<file path="config.mk">
export PLATFORM = sky130hd
export DESIGN_NAME = oneshot_pulse_gen
export DESIGN_NICKNAME = d
export VERILOG_FILES = /design/src/rtl/oneshot_pkg.sv /design/src/rtl/oneshot_trig_sync.sv /design/src/rtl/oneshot_core.sv /design/src/rtl/oneshot_out_stage.sv /design/src/rtl/oneshot_pulse_gen.sv
export SDC_FILE = /design/constraint.sdc
export NUM_CORES = 1
export LEC_CHECK = 0
export BUFFER_PORTS_ARGS = -buffer_cell sky130_fd_sc_hd__buf_2
export CAP_MARGIN = 40
export CORE_MARGIN = 2
export CORE_UTILIZATION = 48
export CTS_CLUSTER_DIAMETER = 120
export DETAILED_ROUTE_END_ITERATION = 8
export PLACE_DENSITY = 0.69
export SLEW_MARGIN = 20
export SYNTH_ARGS = -nofsm -noshare
export SYNTH_HDL_FRONTEND = slang
export SYNTH_SLANG_ARGS = --single-unit
export TNS_END_PERCENT = 100
</file>
<file path="constraint.sdc">
create_clock -name clk -period 5.7 [get_ports clk]
set_input_delay 0.57 -clock clk [delete_from_list [all_inputs] [get_ports clk]]
set_output_delay 0.57 -clock clk [all_outputs]
set_load 0.01 [all_outputs]
</file>
<file path="src/rtl/oneshot_pkg.sv">
package oneshot_pkg;
  typedef enum logic {
    ST_IDLE = 1'b0,
    ST_RUN  = 1'b1
  } run_state_e;
endpackage

</file>
<file path="src/rtl/oneshot_trig_sync.sv">
module oneshot_trig_sync #(
  parameter int STAGES = 2
) (
  input  logic clk,
  input  logic rst,
  input  logic trig_i,
  input  logic pol_i,
  output logic edge_o
);
  localparam int LAST = STAGES - 1;

  logic [STAGES-1:0] sync_q;
  logic              prev_q;

  always_ff @(posedge clk) begin
    if (rst) begin
      sync_q <= '0;
      prev_q <= 1'b0;
    end else begin
      sync_q[0] <= trig_i;
      for (int i = 1; i < STAGES; i++) sync_q[i] <= sync_q[i-1];
      prev_q <= sync_q[LAST];
    end
  end

  always_comb begin
    if (pol_i) edge_o = prev_q & ~sync_q[LAST];
    else       edge_o = ~prev_q & sync_q[LAST];
  end


  single_edge_chk: assert property (@(posedge clk) disable iff (rst)
    edge_o |=> !edge_o);
endmodule

</file>
<file path="src/rtl/oneshot_core.sv">
module oneshot_core
  import oneshot_pkg::*;
#(
  parameter int CNT_W = 16
) (
  input  logic             clk,
  input  logic             rst,
  input  logic             start_i,
  input  logic [CNT_W-1:0] cmp_i,
  input  logic [CNT_W-1:0] reload_i,
  input  logic             done_clr_i,
  output logic             running_o,
  output logic             act_nxt_o,
  output logic             done_o
);
  run_state_e       run_q, run_d;
  logic [CNT_W-1:0] cnt_q, cnt_d;
  logic [CNT_W-1:0] cmp_q, cmp_d;
  logic [CNT_W-1:0] rl_q, rl_d;
  logic             done_q, done_d;
  logic             last_tick;

  assign last_tick = (run_q == ST_RUN) && (cnt_q == rl_q);

  always_comb begin
    run_d  = run_q;
    cnt_d  = cnt_q;
    cmp_d  = cmp_q;
    rl_d   = rl_q;
    done_d = done_q & ~done_clr_i;
    if (run_q == ST_IDLE) begin
      if (start_i) begin
        run_d = ST_RUN;
        cnt_d = '0;
        cmp_d = cmp_i;
        rl_d  = reload_i;
      end
    end else if (last_tick) begin
      run_d  = ST_IDLE;
      cnt_d  = '0;
      done_d = 1'b1;
    end else begin
      cnt_d = cnt_q + 1'b1;
    end
  end

  always_ff @(posedge clk) begin
    if (rst) begin
      run_q  <= ST_IDLE;
      cnt_q  <= '0;
      cmp_q  <= '0;
      rl_q   <= '0;
      done_q <= 1'b0;
    end else begin
      run_q  <= run_d;
      cnt_q  <= cnt_d;
      cmp_q  <= cmp_d;
      rl_q   <= rl_d;
      done_q <= done_d;
    end
  end

  assign running_o = (run_q == ST_RUN);
  assign act_nxt_o = (run_d == ST_RUN) && (cnt_d >= cmp_d);
  assign done_o    = done_q;


  cnt_in_range_chk: assert property (@(posedge clk) disable iff (rst)
    (run_q == ST_RUN) |-> (cnt_q <= rl_q));


  retrig_ignored_chk: assert property (@(posedge clk) disable iff (rst)
    ((run_q == ST_RUN) && start_i && !last_tick) |=>
      ((run_q == ST_RUN) && (cnt_q == CNT_W'($past(cnt_q) + 1'b1))));


  cfg_hold_chk: assert property (@(posedge clk) disable iff (rst)
    ((run_q == ST_RUN) && !last_tick) |=> ($stable(rl_q) && $stable(cmp_q)));


  done_set_chk: assert property (@(posedge clk) disable iff (rst)
    last_tick |=> (done_q && (run_q == ST_IDLE)));


  done_clr_chk: assert property (@(posedge clk) disable iff (rst)
    (done_clr_i && !last_tick) |=> !done_q);
endmodule

</file>
<file path="src/rtl/oneshot_out_stage.sv">
module oneshot_out_stage (
  input  logic clk,
  input  logic rst,
  input  logic act_i,
  input  logic pol_i,
  output logic pulse_o
);
  always_ff @(posedge clk) begin
    if (rst) pulse_o <= pol_i;
    else     pulse_o <= act_i ^ pol_i;
  end
endmodule

</file>
<file path="src/rtl/oneshot_pulse_gen.sv">
module oneshot_pulse_gen #(
  parameter int CNT_W       = 16,
  parameter int SYNC_STAGES = 2
) (
  input  logic             clk,
  input  logic             rst,
  input  logic             trig_i,
  input  logic             trig_pol_i,
  input  logic             out_pol_i,
  input  logic [CNT_W-1:0] cmp_i,
  input  logic [CNT_W-1:0] reload_i,
  input  logic             done_clr_i,
  output logic             pulse_o,
  output logic             done_o
);
  logic start_edge;
  logic running;
  logic act_nxt;

  oneshot_trig_sync #(.STAGES(SYNC_STAGES)) u_sync (
    .clk    (clk),
    .rst    (rst),
    .trig_i (trig_i),
    .pol_i  (trig_pol_i),
    .edge_o (start_edge)
  );

  oneshot_core #(.CNT_W(CNT_W)) u_core (
    .clk        (clk),
    .rst        (rst),
    .start_i    (start_edge),
    .cmp_i      (cmp_i),
    .reload_i   (reload_i),
    .done_clr_i (done_clr_i),
    .running_o  (running),
    .act_nxt_o  (act_nxt),
    .done_o     (done_o)
  );

  oneshot_out_stage u_out (
    .clk     (clk),
    .rst     (rst),
    .act_i   (act_nxt),
    .pol_i   (out_pol_i),
    .pulse_o (pulse_o)
  );


  passive_when_idle_chk: assert property (@(posedge clk) disable iff (rst)
    ($stable(out_pol_i) && (pulse_o != out_pol_i)) |-> running);
endmodule

</file>
==> qor.txt <==
Via count = 2333
Synth Area in Simple Gates = 17.96%
Total clock buffers created by CTS = 5
Most frequent cells after synthesis = 54 x dfxtp_1, 38 x nor2_1, 31 x mux2i_1
Fin area = 0.003201 mm^2
TritonRoute pass-1 iters = 4
Peak Freq = 283.7 MHz
CTS max path bufs = 2
Final ANT Viol Nets = 0
Unrepaired setup endpoints after global routing = false
Hold Path Class = in -> reg
Synth top area cells = dfxtp_1 37%, mux2i_1 11%, ha_1 7.4%
CP arrival = 3.78 ns
Largest family of logic cells by synthesized area = simple AND/OR/NAND/NOR gates
Cells after synthesis = 308
Mux contribution to synthesized area = 11.15%
Critical-path maximum fanout = 8
Area growth syn-to-layout = 10.98%
Setup violations, final = 0
Worst Min Path Start = out_pol_i
Synth Area in Adders = 7.375%
Die Width = 81.52 um
I/O pin count = 40
Cell taking the most area after synthesis = dfxtp_1
Fin. Hold Viols = 0
CTS tree = done
Worst reg2reg endpoint = u_out.pulse_o
Slew @ Worst Pin = 0.7976 ns
RePlAce Congestion = 0.8416
CP bufs+invs = 0
Hold buffers post-CTS = 0
DRC Markers = 0
GRT Util Overall = 20.51%
EDFF count, synth = 0
Max Slew Vio Count = 0
Die Area = 0.006645 mm^2
Clock sinks = 54
First-pass GRT wire length = 10.54 mm
Worst reg2reg path depth = 12
WL/cell = 15.05 um
DRT iter0 DRCs = 154
Hold Path Sink = u_out.pulse_o
Post-CTS Setup Inserts = 0
Worst setup SP type = flip-flop
DP Wirelength = 4.604 mm
Largest net degree at the start of global routing = 33
Most Frequent Cell on Critical Path = ha_1
VDD IR-drop max = 0.1382 mV
Distinct cell type count after synthesis = 46
Die H = 81.52 um
Clock Latency Late Sink = 0.32 ns
I/O Buffers = 39
Slew HR = 46.83%
Register bit count reported by yosys = 54
Clock transition at path regs = 0.10 ns
Fin crit period = 3.525 ns
ANT cells = 0
Area share of the largest cell type after synthesis = 37.48%
Initial core utilization = 49.29%
Worst clock skew = 0.01158 ns
Top FF cell, synth = dfxtp_1
Root buffer cell = clkbuf_8
Placed cell area = 0.003105 mm^2
Worst R2R Setup Slack = 2.17 ns
P per Cell Area = 223.5 mW/mm^2
Warnings, synthesis = 0
Kind of end point of the critical path = flip-flop
Area of the mapped netlist = 0.002884 mm^2
Worst Hold Path Cells = 2
Layout cells sized above 1 = 18.10%
Worst path max stage delay = 0.56 ns
Slowest CP cell = nor4_2
Syn Nets = 363
Via density per instance = 5.663
Core area = 0.005851 mm^2
Status = complete, no violations
# resized after CTS = 0
MaxCap Viol Count = 0
Ys async rst share = 0%
Most numerous cell in the Yosys netlist = dfxtp_1
Leakage = 0.001288 uW
Xor-xnor portion of the synthesized cell area = 5.163%
Worst endpoint required time = 5.96 ns
Setup TNS = 0 ns
Fin crit share = 61.84%
Grt total ovfl = 0
CP cell instances = ha_1, nand3_1, nor4_2, nand2_1, a211oi_2, a21oi_1, ha_1, nand4_1, nor4_1, a31oi_1, a221oi_2, xor2_1
Reg-to-Reg Start = u_core.cnt_q[0]
H-tree levels = 2
Post-synthesis compound-gate area fraction = 16.79%
Seq/Total Area, Yosys = 37.48%
Crit-path leading delay family = simple AND/OR/NAND/NOR gates
CP Class = reg -> reg
# rows = 28
Nets = 391
Initial antenna violation count = 0
Number of global-route vias before repair = 2258
Mean Syn Cell Area = 9.364 um^2
Final WL = 6.199 mm
## worst reg2reg max path, cell delays in order (launching register included)
cell and delay [ns]:
dfxtp_1 0.52, ha_1 0.25, nand3_1 0.24, nor4_2 0.56
nand2_1 0.12, a211oi_2 0.27, a21oi_1 0.07, ha_1 0.30
nand4_1 0.18, nor4_1 0.38, a31oi_1 0.15, a221oi_2 0.28
xor2_1 0.16
## cell families (layout without fill, tap and decap cells)
kind of cell             after synthesis  in the layout
flip-flops                            54             54
AND/OR/NAND/NOR                       98             98
AO/OA/AOI/OAI                         66             66
buffers and inverters                 24             53
multiplexers                          32             32
adder cells (fa/ha/maj)               17             17
XOR/XNOR                              17             17
## metrics by stage
stage                     hold slack, ns  power, uW  setup WS [ns]  util, %  cells
final                             0.4253      715.4          2.175    54.70    412
after global routing              0.4245      743.3          1.934    54.70    412
after CTS                         0.4270      719.0          2.187    54.70    412
after detailed placement          0.4385      493.7          2.180    53.08    404
after global placement            0.4206      490.9          2.276    52.74    403
after floorplan                   0.4138      469.7          2.830        -    308
## layout by cell type, fill, tap and decap left out, types with 2 or more instances in the layout
cell type / Yosys / final
a21oi_1: 18 / 18
a2bb2oi_1: 2 / 2
a311oi_1: 10 / 10
a31oi_1: 12 / 12
a41oi_1: 3 / 3
and2_1: 3 / 3
buf_2: 7 / 39
clkbuf_8: 0 / 6
dfxtp_1: 54 / 54
ha_1: 17 / 17
inv_1: 4 / 4
mux2i_1: 31 / 31
nand2_1: 20 / 20
nand2b_1: 4 / 4
nand3_1: 4 / 4
nand4_1: 4 / 4
nand4b_1: 2 / 2
nor2_1: 38 / 37
nor2b_1: 4 / 4
nor3_1: 4 / 4
nor4_1: 3 / 3
nor4_2: 3 / 3
nor4_4: 2 / 2
o21ai_0: 3 / 3
o21ai_1: 6 / 6
o31a_1: 2 / 2
or3_1: 2 / 2
xor2_1: 17 / 17
## where the power goes
| part | internal, uW | switching [uW] |
|---|---|---|
| Sequential | 386 | 6.23 |
| Clock | 98.0 | 133 |
| Combinational | 40.1 | 51.7 |
## per-layer routing
layer	vias up	part of all wire, %	wire, um	track usage, %
met1	1077	47	2935	27.50
met4	0	1.2	76	6.102
met5	-	0	0	0
met2	67	45	2819	34.02
met3	8	5.9	368	3.077
li1	1181	-	-	-
## sequential cells by signal, summed over array words and instances, names as in the netlist
name / flops
u_core.done_o: 1
u_core.rl_q: 16
u_sync.sync_q: 2
u_core.running_o: 1
u_out.pulse_o: 1
u_sync.prev_q: 1
u_core.cnt_q: 16
u_core.cmp_q: 16
## area by class of cell
cell class	instances	area, um^2
multi-input cells	230	1693
clock buffers	6	82.58
well taps	75	93.84
repair buffers	41	222.7
inverters	4	15.01
flip-flops and latches	54	1081
clock inverters	2	12.51
fillers	528	2650
## worst max-delay path by stage
stage | startpoint | to | cells past startpoint
after detailed placement | trig_pol_i | u_out.pulse_o | 11
final | u_core.cnt_q[0] | u_out.pulse_o | 12
after floorplan | u_core.cnt_q[0] | u_out.pulse_o | 12
after global routing | u_core.cnt_q[0] | u_out.pulse_o | 12
after CTS | u_core.cnt_q[0] | u_out.pulse_o | 12
after global placement | trig_pol_i | u_out.pulse_o | 11
No activity file was read; power rests on OpenSTA's default activity.
